File: src/rtl/pam_pkg.sv
package pam_pkg;
  parameter int CPU_AW   = 16;
  parameter int GLOB_AW  = 18;
  parameter int OFF_W    = 11;
  parameter int MAP_W    = GLOB_AW - OFF_W;
  parameter int IDX_W    = CPU_AW - OFF_W;
  parameter int ROW_W    = IDX_W - 1;
  parameter int NUM_BANK = 2;
  parameter int DATA_W   = 8;
  parameter int PORT_W   = 8;

  typedef enum logic [1:0] {
    SRC_MAPPED = 2'd0,
    SRC_NATIVE = 2'd1,
    SRC_VIDEO  = 2'd2
  } srcSel_e;

  typedef struct packed {
    logic [NUM_BANK-1:0] bankWr;
    logic [ROW_W-1:0]    row;
    logic [MAP_W-1:0]    data;
    srcSel_e             src;
  } mapStrobes_t;
endpackage

File: src/rtl/pam_ctrl.sv
module pam_ctrl
  import pam_pkg::*;
(
  input  logic              ioWrStb,
  input  logic [PORT_W-1:0] ioPortAddr,
  input  logic [DATA_W-1:0] ioData,
  input  logic              cpuSel,
  input  logic              videoSel,
  output mapStrobes_t       strobes
);
  logic [IDX_W-1:0] wrIdx;
  assign wrIdx = ioPortAddr[IDX_W-1:0];

  always_comb begin
    strobes = '0;
    strobes.row  = wrIdx[ROW_W-1:0];
    strobes.data = ioData[MAP_W-1:0];
    // top index bit and its inverse enable alternate banks
    strobes.bankWr[0] = ioWrStb & ~wrIdx[IDX_W-1];
    strobes.bankWr[1] = ioWrStb &  wrIdx[IDX_W-1];
    if (videoSel)    strobes.src = SRC_VIDEO;
    else if (cpuSel) strobes.src = SRC_NATIVE;
    else             strobes.src = SRC_MAPPED;
  end
endmodule

File: src/rtl/pam_datapath.sv
module pam_datapath
  import pam_pkg::*;
(
  input  logic               clk,
  input  logic               rstN,
  input  mapStrobes_t        strobes,
  input  logic [CPU_AW-1:0]  cpuAddr,
  input  logic [GLOB_AW-1:0] nativeAddr,
  input  logic [GLOB_AW-1:0] videoAddr,
  output logic [GLOB_AW-1:0] globalAddr
);
  localparam int BANK_ROWS = 2 ** ROW_W;

  logic [MAP_W-1:0] bankRd [NUM_BANK];
  logic [ROW_W-1:0] rdRow;
  logic [MAP_W-1:0] mapped;
  logic [GLOB_AW-1:0] xlatAddr;

  assign rdRow = cpuAddr[CPU_AW-2:OFF_W];

  for (genvar b = 0; b < NUM_BANK; b++) begin : g_bank
    logic [MAP_W-1:0] mem [BANK_ROWS];
    always_ff @(posedge clk) begin
      if (!rstN) begin
        for (int r = 0; r < BANK_ROWS; r++)
          mem[r] <= MAP_W'(b * BANK_ROWS + r);
      end else if (strobes.bankWr[b]) begin
        mem[strobes.row] <= strobes.data;
      end
    end
    assign bankRd[b] = mem[rdRow];
  end

  assign mapped   = cpuAddr[CPU_AW-1] ? bankRd[1] : bankRd[0];
  assign xlatAddr = {mapped, cpuAddr[OFF_W-1:0]};

  always_comb begin
    unique case (strobes.src)
      SRC_VIDEO:  globalAddr = videoAddr;
      SRC_NATIVE: globalAddr = nativeAddr;
      default:    globalAddr = xlatAddr;
    endcase
  end
endmodule

File: src/rtl/page_map_unit.sv
module page_map_unit
  import pam_pkg::*;
(
  input  logic               clk,
  input  logic               rstN,
  input  logic               ioWrStb,
  input  logic [PORT_W-1:0]  ioPortAddr,
  input  logic [DATA_W-1:0]  ioData,
  input  logic [CPU_AW-1:0]  cpuAddr,
  input  logic [GLOB_AW-1:0] nativeAddr,
  input  logic               cpuSel,
  input  logic               videoSel,
  input  logic [GLOB_AW-1:0] videoAddr,
  output logic [GLOB_AW-1:0] globalAddr
);
  mapStrobes_t strobes;

  pam_ctrl u_ctrl (
    .ioWrStb(ioWrStb), .ioPortAddr(ioPortAddr), .ioData(ioData),
    .cpuSel(cpuSel), .videoSel(videoSel), .strobes(strobes)
  );

  pam_datapath u_dp (
    .clk(clk), .rstN(rstN), .strobes(strobes), .cpuAddr(cpuAddr),
    .nativeAddr(nativeAddr), .videoAddr(videoAddr), .globalAddr(globalAddr)
  );
endmodule

File: config.mk
export PLATFORM = sky130hd
export DESIGN_NAME = page_map_unit
export DESIGN_NICKNAME = d
export VERILOG_FILES = /design/src/rtl/pam_pkg.sv /design/src/rtl/pam_ctrl.sv /design/src/rtl/pam_datapath.sv /design/src/rtl/page_map_unit.sv
export SDC_FILE = /design/constraint.sdc
export NUM_CORES = 1
export LEC_CHECK = 0
export ABC_CLOCK_PERIOD_IN_PS = 6100
export CELL_PAD_IN_SITES_DETAIL_PLACEMENT = 1
export CELL_PAD_IN_SITES_GLOBAL_PLACEMENT = 2
export CORE_MARGIN = 2
export CORE_UTILIZATION = 46
export CTS_BUF_LIST = sky130_fd_sc_hd__clkbuf_2 sky130_fd_sc_hd__clkbuf_4 sky130_fd_sc_hd__clkbuf_8
export DETAILED_ROUTE_END_ITERATION = 8
export PLACE_DENSITY = 0.91
export SLEW_MARGIN = 20
export SYNTH_ARGS = -nofsm -noshare
export SYNTH_HDL_FRONTEND = slang
export SYNTH_SLANG_ARGS = --single-unit
export TNS_END_PERCENT = 1
File: constraint.sdc
create_clock -name clk -period 6.1 [get_ports clk]
set_input_delay 1.525 -clock clk [delete_from_list [all_inputs] [get_ports clk]]
set_output_delay 1.525 -clock clk [all_outputs]
set_load 0.02 [all_outputs]
**Word-level counts from Yosys, hierarchy flattened**

Memories as Yosys holds them, arrays and structs flattened.
Cells that the tools add are included.

- Flip-flop bits (word level): 0
- Latch bits: 0
- RAM bits: 224
- Bits in read-only memories: 0
- Input port bits: 73
- Logic and storage cells: 26
- Memories kept: 2

Memory list:

| memory | words | bits a word | read ports | clocked after memory_dff | write ports | RTL line | RTL |
|---|---|---|---|---|---|---|---|
| u_dp.g_bank[0].mem | 16 | 7 | 1 | 0 | 16 | pam_datapath.sv:22 | `logic [MAP_W-1:0] mem [BANK_ROWS];` |
| u_dp.g_bank[1].mem | 16 | 7 | 1 | 0 | 16 | pam_datapath.sv:22 |  |

- Add/subtract/negate cells: 0
- $mul: 0
- Div/mod/pow operators: 0
- Magnitude comparators: 0
- Equal/unequal tests: 2
- Shift operators: 0
- Multiplexer cells: 17
- Bitwise logic cells: 3
- Reduce and logical (&&, ||, !) cells: 2

Operators by type and width:

| kind | count |
|---|---|
| 18-bit case mux with 2 select lines | 1 |
| 7-bit two-way mux | 3 |
| 7-bit OR reduction | 2 |
| 1-bit two-way mux | 10 |
| 4-bit two-way mux | 2 |
| 1-bit AND | 2 |
| 2-bit by 1-bit equality test with 1-bit output (second input constant) | 1 |
| 2-bit equality test (second input constant) | 1 |
| 2-bit two-way mux | 1 |
| 1-bit inverter | 1 |

**Depth between registers and ports, before layout**

Gate-level depths: netlist of run 1.

- Depth after elaboration: 7
- Mapped depth: 9
- Mapped depth without buffers: 5

**Modules after synthesis**

A second synthesis of run 1 with hierarchy kept.

- Cell total of the unflattened synthesis: 889
- Area total of the unflattened synthesis: 11114.4 um^2

Modules (own cells, without submodules):

| module | instances | cells an instance | area each (um^2) |
|---|---|---|---|
| pam_datapath | 1 | 874 | 11001.8 |
| pam_ctrl | 1 | 15 | 112.6 |

**Worst setup path before layout of run 1**

Ideal clock, no wire load.

- Path type: input to output
- Start point: in cpuAddr[13]
- End point: out globalAddr[14]
- Arrival: 2977 ps
- Required time: 4575 ps
- Slack: 1598 ps
- Cell stages on the path: 7
- Path buffers: 2
- Cells stage by stage: buf_2 -> and2_0 -> clkbuf_1 -> a22o_1 -> a221oi_1 -> o221ai_1 -> o21ai_1

- Cells in the longest elaborated chain, start to end: 3

Ends and longest elaborated chain:

| element | RTL line | RTL |
|---|---|---|
| start, declared | page_map_unit.sv:9 | `input logic [CPU_AW-1:0] cpuAddr,` |
| memory read 16 x 7 bit | -- |  |
| 7-bit two-way mux (*) | pam_datapath.sv:34 | `assign mapped = cpuAddr[CPU_AW-1] ? bankRd[1] : bankRd[0];` |
| 18-bit case mux with 2 select lines (*) | pam_datapath.sv:38 | `unique case (strobes.src)` |
| end, declared | page_map_unit.sv:14 | `output logic [GLOB_AW-1:0] globalAddr` |

Every way passes the cells marked *; elsewhere a longest branch is shown, timed or not.

**Worst setup path in the final report of run 1**

- Start point: in cpuAddr[12]
- End point: out globalAddr[15]

Same word-level chain as after synthesis.

==> reports/summary.log, run 1 <==
INFO  flow_run       drv_cap=0
INFO  timing         final-max-slew-violation-count=0
INFO  setup_path     critical_path.startpoint_type=input port
INFO  setup_path     critical_path_class=in2out
INFO  route          via_per_inst=5.72
INFO  synth          synth_top_area_share=61.0%
INFO  timing         final-hold-violation-count=0
INFO  final_layout   largest_register_ffs=224
INFO  timing         setup_tns=0ns
INFO  timing         unrepaired_setup_endpoints_after_global_routing=no
INFO  synth          post_synth_num_cell_types=28
INFO  clock_network  cts-root-to-sink-buffers=3
INFO  synth          synth-edff-count=224
INFO  die            cell_rows=56
INFO  global_routing total_track_usage=22.8%
INFO  synth          post-synth-top-count-cell=edfxtp_1
INFO  timing         fin_ws=0.272ns
INFO  global_routing first_global_vias=7702
INFO  outcome        run_status=finished, final reports clean
INFO  synth          synth_common_cells=edfxtp_1, and2_1, or3_1
INFO  timing         relSlewSlack=24.3%
INFO  synth          synthDominantAreaCellType=edfxtp_1
INFO  final_layout   fill_cells=2363
INFO  global_routing grt_first_pass_wirelength=44.5mm
INFO  placement      detailedPlacementHpwl=18.6mm
INFO  min_path       whs_endpoint=u_dp.g_bank[1].mem[0][0]
INFO  placement      place.gp.congestion=0.842
INFO  timing         final_period_minus_worst_setup_slack=5.83ns
INFO  die            dieArea=25200µm²
INFO  clock_network  clk_tree_root_cell=clkbuf_8
INFO  setup_path     critPathRequiredTime=4.58ns
INFO  die            io_pins=91
INFO  die            initial_utilization=46.9%
INFO  placement      port_buffers=86
INFO  clock_network  tritoncts=yes
INFO  setup_path     critical_path_fanout_max=14
INFO  die            vert_die_dim=159µm
INFO  die            coreArea=23500µm²
INFO  synth          syn_inst=823
INFO  final_layout   final_nets=969
INFO  pwr            peakVddDrop=0.157mV
INFO  clock_network  clock-sinks=224
INFO  global_routing antenna_found_initial=0
INFO  global_routing grt_start_max_net_pins=37
INFO  route          detailroute.via_count=7113
INFO  pwr            pwr_density_cell=270nW/µm²
INFO  min_path       hold_crit_depth=3
INFO  clock_network  cts_post_setup_buffers_inserted=0
INFO  route          firstDrtPassIters=5
INFO  synth          synth.cell_area=11000µm²
INFO  route          residual_antenna_violating_net_count_after_detailed_routing=0
INFO  timing         fmax=172MHz
INFO  clock_network  cts_htree_levels=2
INFO  synth          synth_fp_nets=896
INFO  global_routing total_grt_overflow=0
INFO  timing         setup_viol_count_final=0
INFO  timing         timing.final.crit_share=95.5%
INFO  setup_path     endpoint_kind=output pin
INFO  route          drcViolationCount=0
INFO  synth          postSynthRegisterBits=224
INFO  placement      placement.setup.worst_slack=0.245ns
INFO  clock_network  cts-buffers-inserted=38
INFO  clock_network  cts.reportedPaths.clkPinSlew=0.06ns
INFO  synth          synth.area.top_cells=edfxtp_1, and2_1, mux2i_1
INFO  final_layout   antenna_diodes=0
INFO  route          drt_first_iter_violations=513
INFO  synth          seq_area_frac_synth=61.0%
INFO  final_layout   register_with_the_most_flip_flops=u_dp.g_bank.mem
INFO  synth          synth.yosys.warnings=0
INFO  synth          async_reset_ff_share=0%
INFO  synth          synth_area_per_cell=13.4µm²
INFO  die            dieWidth=159µm
INFO  min_path       min-delay-path-class=in2reg
INFO  pwr            cellLeakagePower=4.50nW
INFO  final_layout   drive_above_1_share=12.5%
INFO  final_layout   reg_top3=u_dp.g_bank.mem x224
INFO  timing         tightest_slew=1.12ns
INFO  synth          ys_dominant_reg_cell=edfxtp_1
INFO  min_path       hold_start=ioData[0]
INFO  route          routed_wirelength=28.0mm
INFO  final_layout   synthesis_to_finish_area_growth=16.3%
INFO  setup_path     critPathArrivalTime=4.30ns
INFO  route          routed_wire_length_per_instance=22.5µm
-- power breakdown --
| part | switching (mW) | internal, mW | total (mW) |
|---|---|---|---|
| sequential | 0.0250 | 1.78 | 1.80 |
| combinational | 0.208 | 0.157 | 0.365 |
| clock | 0.609 | 0.685 | 1.29 |
| total | 0.842 | 2.62 | 3.46 |
-- how the worst max path moves through the flow --
| stage | startpoint | end |
|---|---|---|
| after global routing | cpuAddr[12] | globalAddr[14] |
| final | cpuAddr[12] | globalAddr[15] |
| after CTS | cpuAddr[12] | globalAddr[13] |
| after global placement | cpuAddr[12] | globalAddr[16] |
| after detailed placement | cpuAddr[12] | globalAddr[13] |
| after floorplan | cpuAddr[13] | globalAddr[14] |
-- per-stage QoR --
stage                     instance area, µm²  util (%)  power (mW)  hold slack [ns]  std cells
final                                  12800      54.5        3.46             2.00       1244
after CTS                              12800      54.5        3.48             1.97       1244
after global routing                   12800      54.5        3.57             1.99       1244
after floorplan                        11000         -        2.03             1.70        823
after detailed placement               12100      51.4        2.20             2.53       1175
after global placement                 12100      51.4        2.18             2.52       1175
-- cell families after synthesis --
kind of cell           share of synthesized area (%)
buffers and inverters                           3.64
and+or+nand+nor                                 16.5
muxes                                           13.7
DFF                                             61.0
AOI/OAI and AO/OA                               5.20
-- cell usage in the layout, fill, tap and decap left out, drive strengths merged --
cell / instances
a22o: 7
edfxtp: 224
o21ai: 50
or3: 80
nand3: 9
nand2b: 3
nor2: 36
a21oi: 7
and3: 8
nor2b: 5
bufinv: 1
a221oi: 7
mux2i: 67
or2: 2
clkinv: 21
buf: 25
clkdlybuf4s50: 85
nand2: 33
a22oi: 14
and2: 145
o221ai: 7
mux2: 14
clkbuf: 46
clkinvlp: 1
mux4: 28
-- critical path, stage by stage --
cell and delay [ns]:
clkdlybuf4s50_1 0.69, nor2b_1 0.87, nand2_1 0.17, nand3_1 0.18, and3_1 0.22, o21ai_1 0.08, clkdlybuf4s50_1 0.56
-- routing by layer --
layer | vias up | routed length, µm | track usage, %
met1 | 3572 | 11900 | 29.5
met3 | 57 | 1770 | 5.02
met4 | 0 | 864 | 8.10
met2 | 253 | 13400 | 38.0
met5 | - | 0 | 0
li1 | 3231 | - | -
-- area by class of cell --
cell class | instances | area (µm²) | share of cell area, %
clock buffers | 46 | 589 | 4.59
clock inverters | 23 | 130 | 1.01
multi-input cells | 522 | 3910 | 30.5
flip-flops and latches | 224 | 6730 | 52.4
well taps | 319 | 399 | 3.11
repair buffers | 110 | 1080 | 8.39
-- timing repair --
| action | 4_1_cts | 5_1_grt |
|---|---|---|
| setup endpoints to repair | 0 | 3 |
| gates resized for setup | 0 | 1 |
| hold buffers | 0 | 0 |
Power figures use the tool's default switching activity.
==> run 2, diff against run 1 <==
--- a/config.mk
+++ b/config.mk
@@ -12,8 +12,8 @@
 export CORE_UTILIZATION = 46
 export CTS_BUF_LIST = sky130_fd_sc_hd__clkbuf_2 sky130_fd_sc_hd__clkbuf_4 sky130_fd_sc_hd__clkbuf_8
 export DETAILED_ROUTE_END_ITERATION = 8
+export GPL_TIMING_DRIVEN = 0
 export PLACE_DENSITY = 0.91
-export SLEW_MARGIN = 20
 export SYNTH_ARGS = -nofsm -noshare
 export SYNTH_HDL_FRONTEND = slang
 export SYNTH_SLANG_ARGS = --single-unit
==> run 2 against run 1 <==
  * Hold slack lost 0.23 ns
  * Final cell count up 3.5%
  * Via count increased by 6.8%
  * Wire length up 20%
  * Critical endpoint is now globalAddr[17]
  * Largest cell class unchanged
==> reports/summary.log, run 2 (synthesis results as in run 1) <==
INFO  outcome        run_status=finished, final reports clean
INFO  final_layout   reg_top3=u_dp.g_bank.mem x224
INFO  global_routing grt_start_max_net_pins=11 [-70%]
INFO  timing         unrepaired_setup_endpoints_after_global_routing=no
INFO  setup_path     critical_path_class=in2out
INFO  clock_network  cts-root-to-sink-buffers=3 [unchanged]
INFO  global_routing met2_usage=43.8% [+5.8 points]
INFO  final_layout   finish.cell_count_without_fillers=1288 [+3.5%]
INFO  final_layout   final_nets=1022 [+5.5%]
INFO  pwr            sw_frac_of_total=24.2% [-0.099 points]
INFO  final_layout   mostFrequentLayoutCell=edfxtp_1
INFO  clock_network  tritoncts=yes
INFO  route          residual_antenna_violating_net_count_after_detailed_routing=0 [unchanged]
INFO  placement      placement.setup.worst_slack=0.0377ns [-0.207 ns]
INFO  final_layout   antenna_diodes=0 [unchanged]
INFO  setup_path     cpMaxStageDelayCell=clkdlybuf4s50_1
INFO  timing         final_period_minus_worst_setup_slack=6.03ns [+0.200 ns]
INFO  clock_network  clock-sinks=224 [unchanged]
INFO  route          routed_wirelength=33.5mm [+20%]
INFO  timing         relSlewSlack=4.19% [-20 points]
INFO  route          via_per_inst=5.90 [+3.1%]
INFO  die            cell_rows=56 [unchanged]
INFO  pwr            post-layout-total-power=3.51mW [+1.5%]
INFO  placement      detailedPlacementHpwl=24.1mm [+30%]
INFO  timing         setup_tns=0ns [unchanged]
INFO  pwr            cell_internal_pwr=2.66mW [+1.6%]
INFO  timing         tightest_slew=1.42ns [+0.298 ns]
INFO  final_layout   synthesis_to_finish_area_growth=17.8%
INFO  global_routing first_global_vias=8082 [+4.9%]
INFO  timing         fmax=166MHz [-3.3%]
INFO  route          drt_first_iter_violations=812 [+58%]
INFO  final_layout   post-route-util=55.2% [+0.74 points]
INFO  placement      place.gp.congestion=0.888 [+5.5%]
INFO  final_layout   finish.instance_area=13000µm² [+1.4%]
INFO  flow_run       drv_cap=0 [unchanged]
INFO  timing         whs=1.77ns [-0.226 ns]
INFO  setup_path     critPathRequiredTime=4.58ns [about the same]
INFO  die            coreArea=23500µm² [unchanged]
INFO  placement      placed_cells_incl_taps=1226 [+4.3%]
INFO  clock_network  cts_post_setup_buffers_inserted=0 [unchanged]
INFO  final_layout   register_with_the_most_flip_flops=u_dp.g_bank.mem
INFO  clock_network  cts_htree_levels=2 [unchanged]
INFO  timing         fin_ws=0.0719ns [-0.200 ns]
INFO  min_path       min-delay-path-class=in2reg
INFO  pwr            pwr_density_cell=270nW/µm² [+0.16%]
INFO  timing         final-max-slew-violation-count=0 [unchanged]
INFO  die            dieArea=25200µm² [unchanged]
INFO  global_routing groute.layer.met3.usage=5.41% [+0.39 points]
INFO  global_routing antenna_found_initial=0 [unchanged]
INFO  global_routing total_grt_overflow=0 [unchanged]
INFO  route          firstDrtPassIters=5 [unchanged]
INFO  setup_path     cp_common_cell=clkdlybuf4s50_1
INFO  timing         setup_viol_count_final=0 [unchanged]
INFO  pwr            net-switching-power=0.851mW [+1.1%]
INFO  die            vert_die_dim=159µm [unchanged]
INFO  global_routing met1_usage=35.9% [+6.4 points]
INFO  pwr            power_frac_comb=11.3% [+0.8 points]
INFO  route          detailroute.via_count=7594 [+6.8%]
INFO  pwr            cellLeakagePower=4.52nW [+0.46%]
INFO  pwr            peakVddDrop=0.147mV [-6.4%]
INFO  pwr            pwr-share-seq=51.3% [-0.8 points]
INFO  final_layout   drive_above_1_share=10.5% [-2.0 points]
INFO  setup_path     worstPathCellList=clkdlybuf4s50_1 -> buf_1 -> mux4_1 -> mux2_2 -> nand2_1 -> and3_1 -> o21ai_1 -> clkdlybuf4s50_1
INFO  die            io_pins=91 [unchanged]
INFO  placement      dpl_cell_area=12300µm² [+1.4%]
INFO  die            dieWidth=159µm [unchanged]
INFO  timing         final-hold-violation-count=0 [unchanged]
INFO  global_routing global_route.peak_usage_layer=met2
INFO  setup_path     timing.critical_path.slowest_cell_delay=0.69ns [-0.18 ns]
INFO  global_routing total_track_usage=26.9% [+4.1 points]
INFO  timing         timing.final.crit_share=98.8% [+3.3 points]
INFO  final_layout   layout_common_cells=edfxtp_1, and2_1, clkdlybuf4s50_1
INFO  setup_path     critical_path.startpoint_type=input port
INFO  setup_path     critPathArrivalTime=4.50ns [+0.20 ns]
INFO  pwr            power.share.clock=37.4% [about the same]
INFO  setup_path     critical_path_fanout_max=10 [-4]
INFO  clock_network  clk_tree_root_cell=clkbuf_8
INFO  setup_path     endpoint_kind=output pin
INFO  placement      port_buffers=84 [-2.3%]
INFO  clock_network  cts-buffers-inserted=40 [+5.3%]
INFO  clock_network  cts.reportedPaths.clkPinSlew=0.06ns [about the same]
INFO  route          routed_wire_length_per_instance=26.0µm [+15%]
INFO  final_layout   largest_register_ffs=224 [unchanged]
INFO  global_routing grt_first_pass_wirelength=50.6mm [+14%]
INFO  die            initial_utilization=46.9% [unchanged]
INFO  route          drcViolationCount=0 [unchanged]
-- run 2: layout make-up --
class	count	area, µm²
plain buffers	77	407
multi-input cells	522	3910
flip-flops and latches	224	6730
clock buffers	52	647
well taps	319	399
clock inverters	10	71.3
fillers	2381	10500
repair buffers	84	841
-- run 2: worst max-delay path: cells and delay by family --
kind / cells / cell delay [ns]
AO/OA/AOI/OAI: 1 / 0.09
buffers and inverters: 3 / 1.82
multiplexers: 2 / 0.76
AND/OR/NAND/NOR: 2 / 0.31
-- run 2: per-layer routing --
metal	vias to the layer above	wire, µm
met4	0	1250
met2	375	15800
met3	84	2550
li1	3329	-
met5	-	0
met1	3806	13900
-- run 2: timing repair --
action,4_1_cts,5_1_grt
hold buffers,0,0
setup endpoints to repair,1,4
gates resized for setup,1,4
-- run 2: final timing paths --
check	cells past startpoint	slack [ns]	endpoint	from
setup / recovery	8	0.07	globalAddr[17]	cpuAddr[12]
hold / removal	2	1.77	u_dp.g_bank[1].mem[5][0]	ioData[0]
-- run 2: power by group through the flow --
stage | logic (mW) | registers [mW] | clock network (mW)
global placement | 0.385 | 1.82 | 0
detailed placement | 0.392 | 1.83 | 0
floorplan | 0.210 | 1.82 | 0
global route | 0.418 | 1.81 | 1.39
CTS | 0.394 | 1.80 | 1.32
finish | 0.397 | 1.80 | 1.31
==> run 3, diff against run 2 <==
--- a/config.mk
+++ b/config.mk
@@ -14,6 +14,7 @@
 export DETAILED_ROUTE_END_ITERATION = 8
 export GPL_TIMING_DRIVEN = 0
 export PLACE_DENSITY = 0.91
+export RECOVER_POWER = 25
 export SYNTH_ARGS = -nofsm -noshare
 export SYNTH_HDL_FRONTEND = slang
 export SYNTH_SLANG_ARGS = --single-unit
==> run 3 against run 2 <==
  * Global-route usage stayed put
  * Clock-buffer cell count stayed put
  * Combinational power hardly changed
  * Wire length hardly changed
  * Critical path depth stayed put
  * Maximum frequency hardly changed
  * Sequential power hardly changed
  * Via count is 0.11% lower
  * Non-clock buffer count stayed put
  * Largest cell class unchanged
  * Setup slack better by 0.0057 ns
  * Sequential share of layout area stayed put
==> reports/summary.log, run 3 (synthesis results as in run 1) <==
INFO  flow_run       drv_cap=0 [unchanged]
INFO  route          firstDrtPassIters=5 [unchanged]
INFO  timing         final_period_minus_worst_setup_slack=6.02ns [-0.00575 ns]
INFO  global_routing antenna_found_initial=0 [unchanged]
INFO  timing         whs=1.77ns [+0.000230 ns]
INFO  route          via_per_inst=5.89 [-0.11%]
INFO  clock_network  ctsResizeCount=1 [unchanged]
INFO  timing         unrepaired_setup_endpoints_after_global_routing=no
INFO  route          routed_wire_length_per_instance=26.0µm [about the same]
INFO  timing         fmax=166MHz [about the same]
INFO  placement      port_buffers=84 [unchanged]
INFO  timing         setup_viol_count_final=0 [unchanged]
INFO  setup_path     cp_common_cell=clkdlybuf4s50_1
INFO  die            vert_die_dim=159µm [unchanged]
INFO  setup_path     cp.depth=8 [unchanged]
INFO  final_layout   mostFrequentLayoutCell=edfxtp_1
INFO  final_layout   final_nets=1022 [unchanged]
INFO  setup_path     critical_path_class=in2out
INFO  die            io_pins=91 [unchanged]
INFO  timing         setup_tns=0ns [unchanged]
INFO  timing         tightest_slew=1.42ns [-0.00181 ns]
INFO  setup_path     cpMaxStageDelayCell=clkdlybuf4s50_1
INFO  min_path       hold_start=ioData[0]
INFO  setup_path     critical_path.startpoint_type=input port
INFO  final_layout   drive_above_1_share=10.5% [unchanged]
INFO  pwr            power_frac_comb=11.3% [about the same]
INFO  global_routing total_grt_overflow=0 [unchanged]
INFO  final_layout   fill_cells=2381 [unchanged]
INFO  setup_path     worstPathCellList=clkdlybuf4s50_1 -> buf_1 -> mux4_2 -> mux2_2 -> nand2_1 -> and3_1 -> o21ai_1 -> clkdlybuf4s50_1
INFO  route          detailroute.via_count=7586 [-0.11%]
INFO  placement      place.gp.congestion=0.888 [unchanged]
INFO  setup_path     crit_path_buffers_inverters=3 [unchanged]
INFO  timing         timing.final.crit_share=98.7% [about the same]
INFO  setup_path     timing.critical_path.slowest_cell_delay=0.69ns [about the same]
INFO  pwr            pwr-share-seq=51.3% [about the same]
INFO  timing         final-hold-violation-count=0 [unchanged]
INFO  setup_path     critical_path_fanout_max=10 [unchanged]
INFO  clock_network  clock-sinks=224 [unchanged]
INFO  clock_network  cts-buffers-inserted=40 [unchanged]
INFO  route          residual_antenna_violating_net_count_after_detailed_routing=0 [unchanged]
INFO  clock_network  hold_buffers=0 [unchanged]
INFO  final_layout   register_with_the_most_flip_flops=u_dp.g_bank.mem
INFO  pwr            pwr_density_cell=270nW/µm² [about the same]
INFO  clock_network  cts-root-to-sink-buffers=3 [unchanged]
INFO  route          drcViolationCount=0 [unchanged]
INFO  setup_path     critPathRequiredTime=4.58ns [about the same]
INFO  pwr            power.share.clock=37.4% [about the same]
INFO  min_path       hold_crit_depth=2 [unchanged]
INFO  setup_path     critPathArrivalTime=4.50ns [about the same]
INFO  route          routed_wirelength=33.5mm [about the same]
INFO  die            dieWidth=159µm [unchanged]
INFO  die            dieArea=25200µm² [unchanged]
INFO  global_routing grt_first_pass_wirelength=50.6mm [unchanged]
INFO  global_routing grt_start_max_net_pins=11 [unchanged]
INFO  die            coreArea=23500µm² [unchanged]
INFO  route          drt_first_iter_violations=766 [-5.7%]
INFO  global_routing first_global_vias=8082 [unchanged]
INFO  pwr            peakVddDrop=0.148mV [+0.14%]
INFO  min_path       min-delay-path-class=in2reg
INFO  setup_path     endpoint_kind=output pin
INFO  final_layout   reg_top3=u_dp.g_bank.mem x224
INFO  final_layout   synthesis_to_finish_area_growth=17.8% [unchanged]
INFO  pwr            net-switching-power=0.851mW [about the same]
INFO  placement      detailedPlacementHpwl=24.1mm [unchanged]
INFO  clock_network  cts.reportedPaths.clkPinSlew=0.06ns [about the same]
INFO  pwr            sw_frac_of_total=24.2% [about the same]
INFO  timing         final-max-slew-violation-count=0 [unchanged]
INFO  clock_network  cts_htree_levels=2 [unchanged]
INFO  clock_network  cts_post_setup_buffers_inserted=0 [unchanged]
INFO  clock_network  tritoncts=yes
INFO  setup_path     critPathTopFamily=buffers and inverters
INFO  final_layout   layout_common_cells=edfxtp_1, and2_1, clkdlybuf4s50_1
INFO  setup_path     crit_start=cpuAddr[12]
INFO  die            cell_rows=56 [unchanged]
INFO  final_layout   largest_register_ffs=224 [unchanged]
INFO  pwr            cellLeakagePower=4.48nW [-0.87%]
INFO  clock_network  clk_tree_root_cell=clkbuf_8
INFO  pwr            cell_internal_pwr=2.66mW [about the same]
INFO  outcome        run_status=finished, final reports clean
INFO  final_layout   antenna_diodes=0 [unchanged]
INFO  die            initial_utilization=46.9% [unchanged]
INFO  timing         relSlewSlack=4.31% [+0.12 points]
INFO  global_routing total_track_usage=26.9% [unchanged]
-- run 3: cell count changes in the layout (fill, tap and decap cells not counted) --
cell	before	now
and2_0	1	40
and2_1	144	105
clkdlybuf4s50_1	84	82
dlygate4sd3_1	0	2
buf_1	4	3
clkbuf_1	58	59
-- run 3: layer usage --
| metal | track usage (%) | wire length, µm |
|---|---|---|
| met5 | 0 | 0 |
| met2 | 43.8 | 15900 |
| met4 | 10.3 | 1230 |
| met1 | 35.9 | 13900 |
| met3 | 5.41 | 2500 |
-- run 3: final cells by class --
cell class | count | area, µm² | share of cell area (%)
clock inverters | 10 | 71.3 | 0.548
clock buffers | 52 | 647 | 4.97
flip-flops and latches | 224 | 6730 | 51.7
multi-input cells | 522 | 3910 | 30.1
repair buffers | 84 | 841 | 6.47
plain buffers | 77 | 407 | 3.13
well taps | 319 | 399 | 3.07
-- run 3: through the flow --
stage          instance area (µm²)  worst slack, ns  utilization, %  total power [mW]  cells
2_1_floorplan                11000             1.60               -              2.03    823
4_1_cts                      13000           0.0411            55.2              3.52   1288
6_report                     13000           0.0776            55.2              3.51   1288
5_1_grt                      13000           0.0411            55.2              3.62   1288
3_5_place_dp                 12300           0.0377            52.1              2.22   1226
3_3_place_gp                 12300            0.104            52.1              2.21   1226
-- run 3: power groups by stage --
| stage | Sequential [mW] | Clock (mW) | Combinational [mW] |
|---|---|---|---|
| final | 1.80 | 1.31 | 0.397 |
| after global routing | 1.81 | 1.39 | 0.418 |
| after CTS | 1.80 | 1.32 | 0.394 |
| after detailed placement | 1.83 | 0 | 0.392 |
| after global placement | 1.82 | 0 | 0.385 |
| after floorplan | 1.82 | 0 | 0.210 |
-- run 3: path summary, 6_finish.rpt --
| kind | end | slack (ns) |
|---|---|---|
| setup / recovery | globalAddr[12] | 0.08 |
| hold / removal | u_dp.g_bank[1].mem[3][0] | 1.77 |
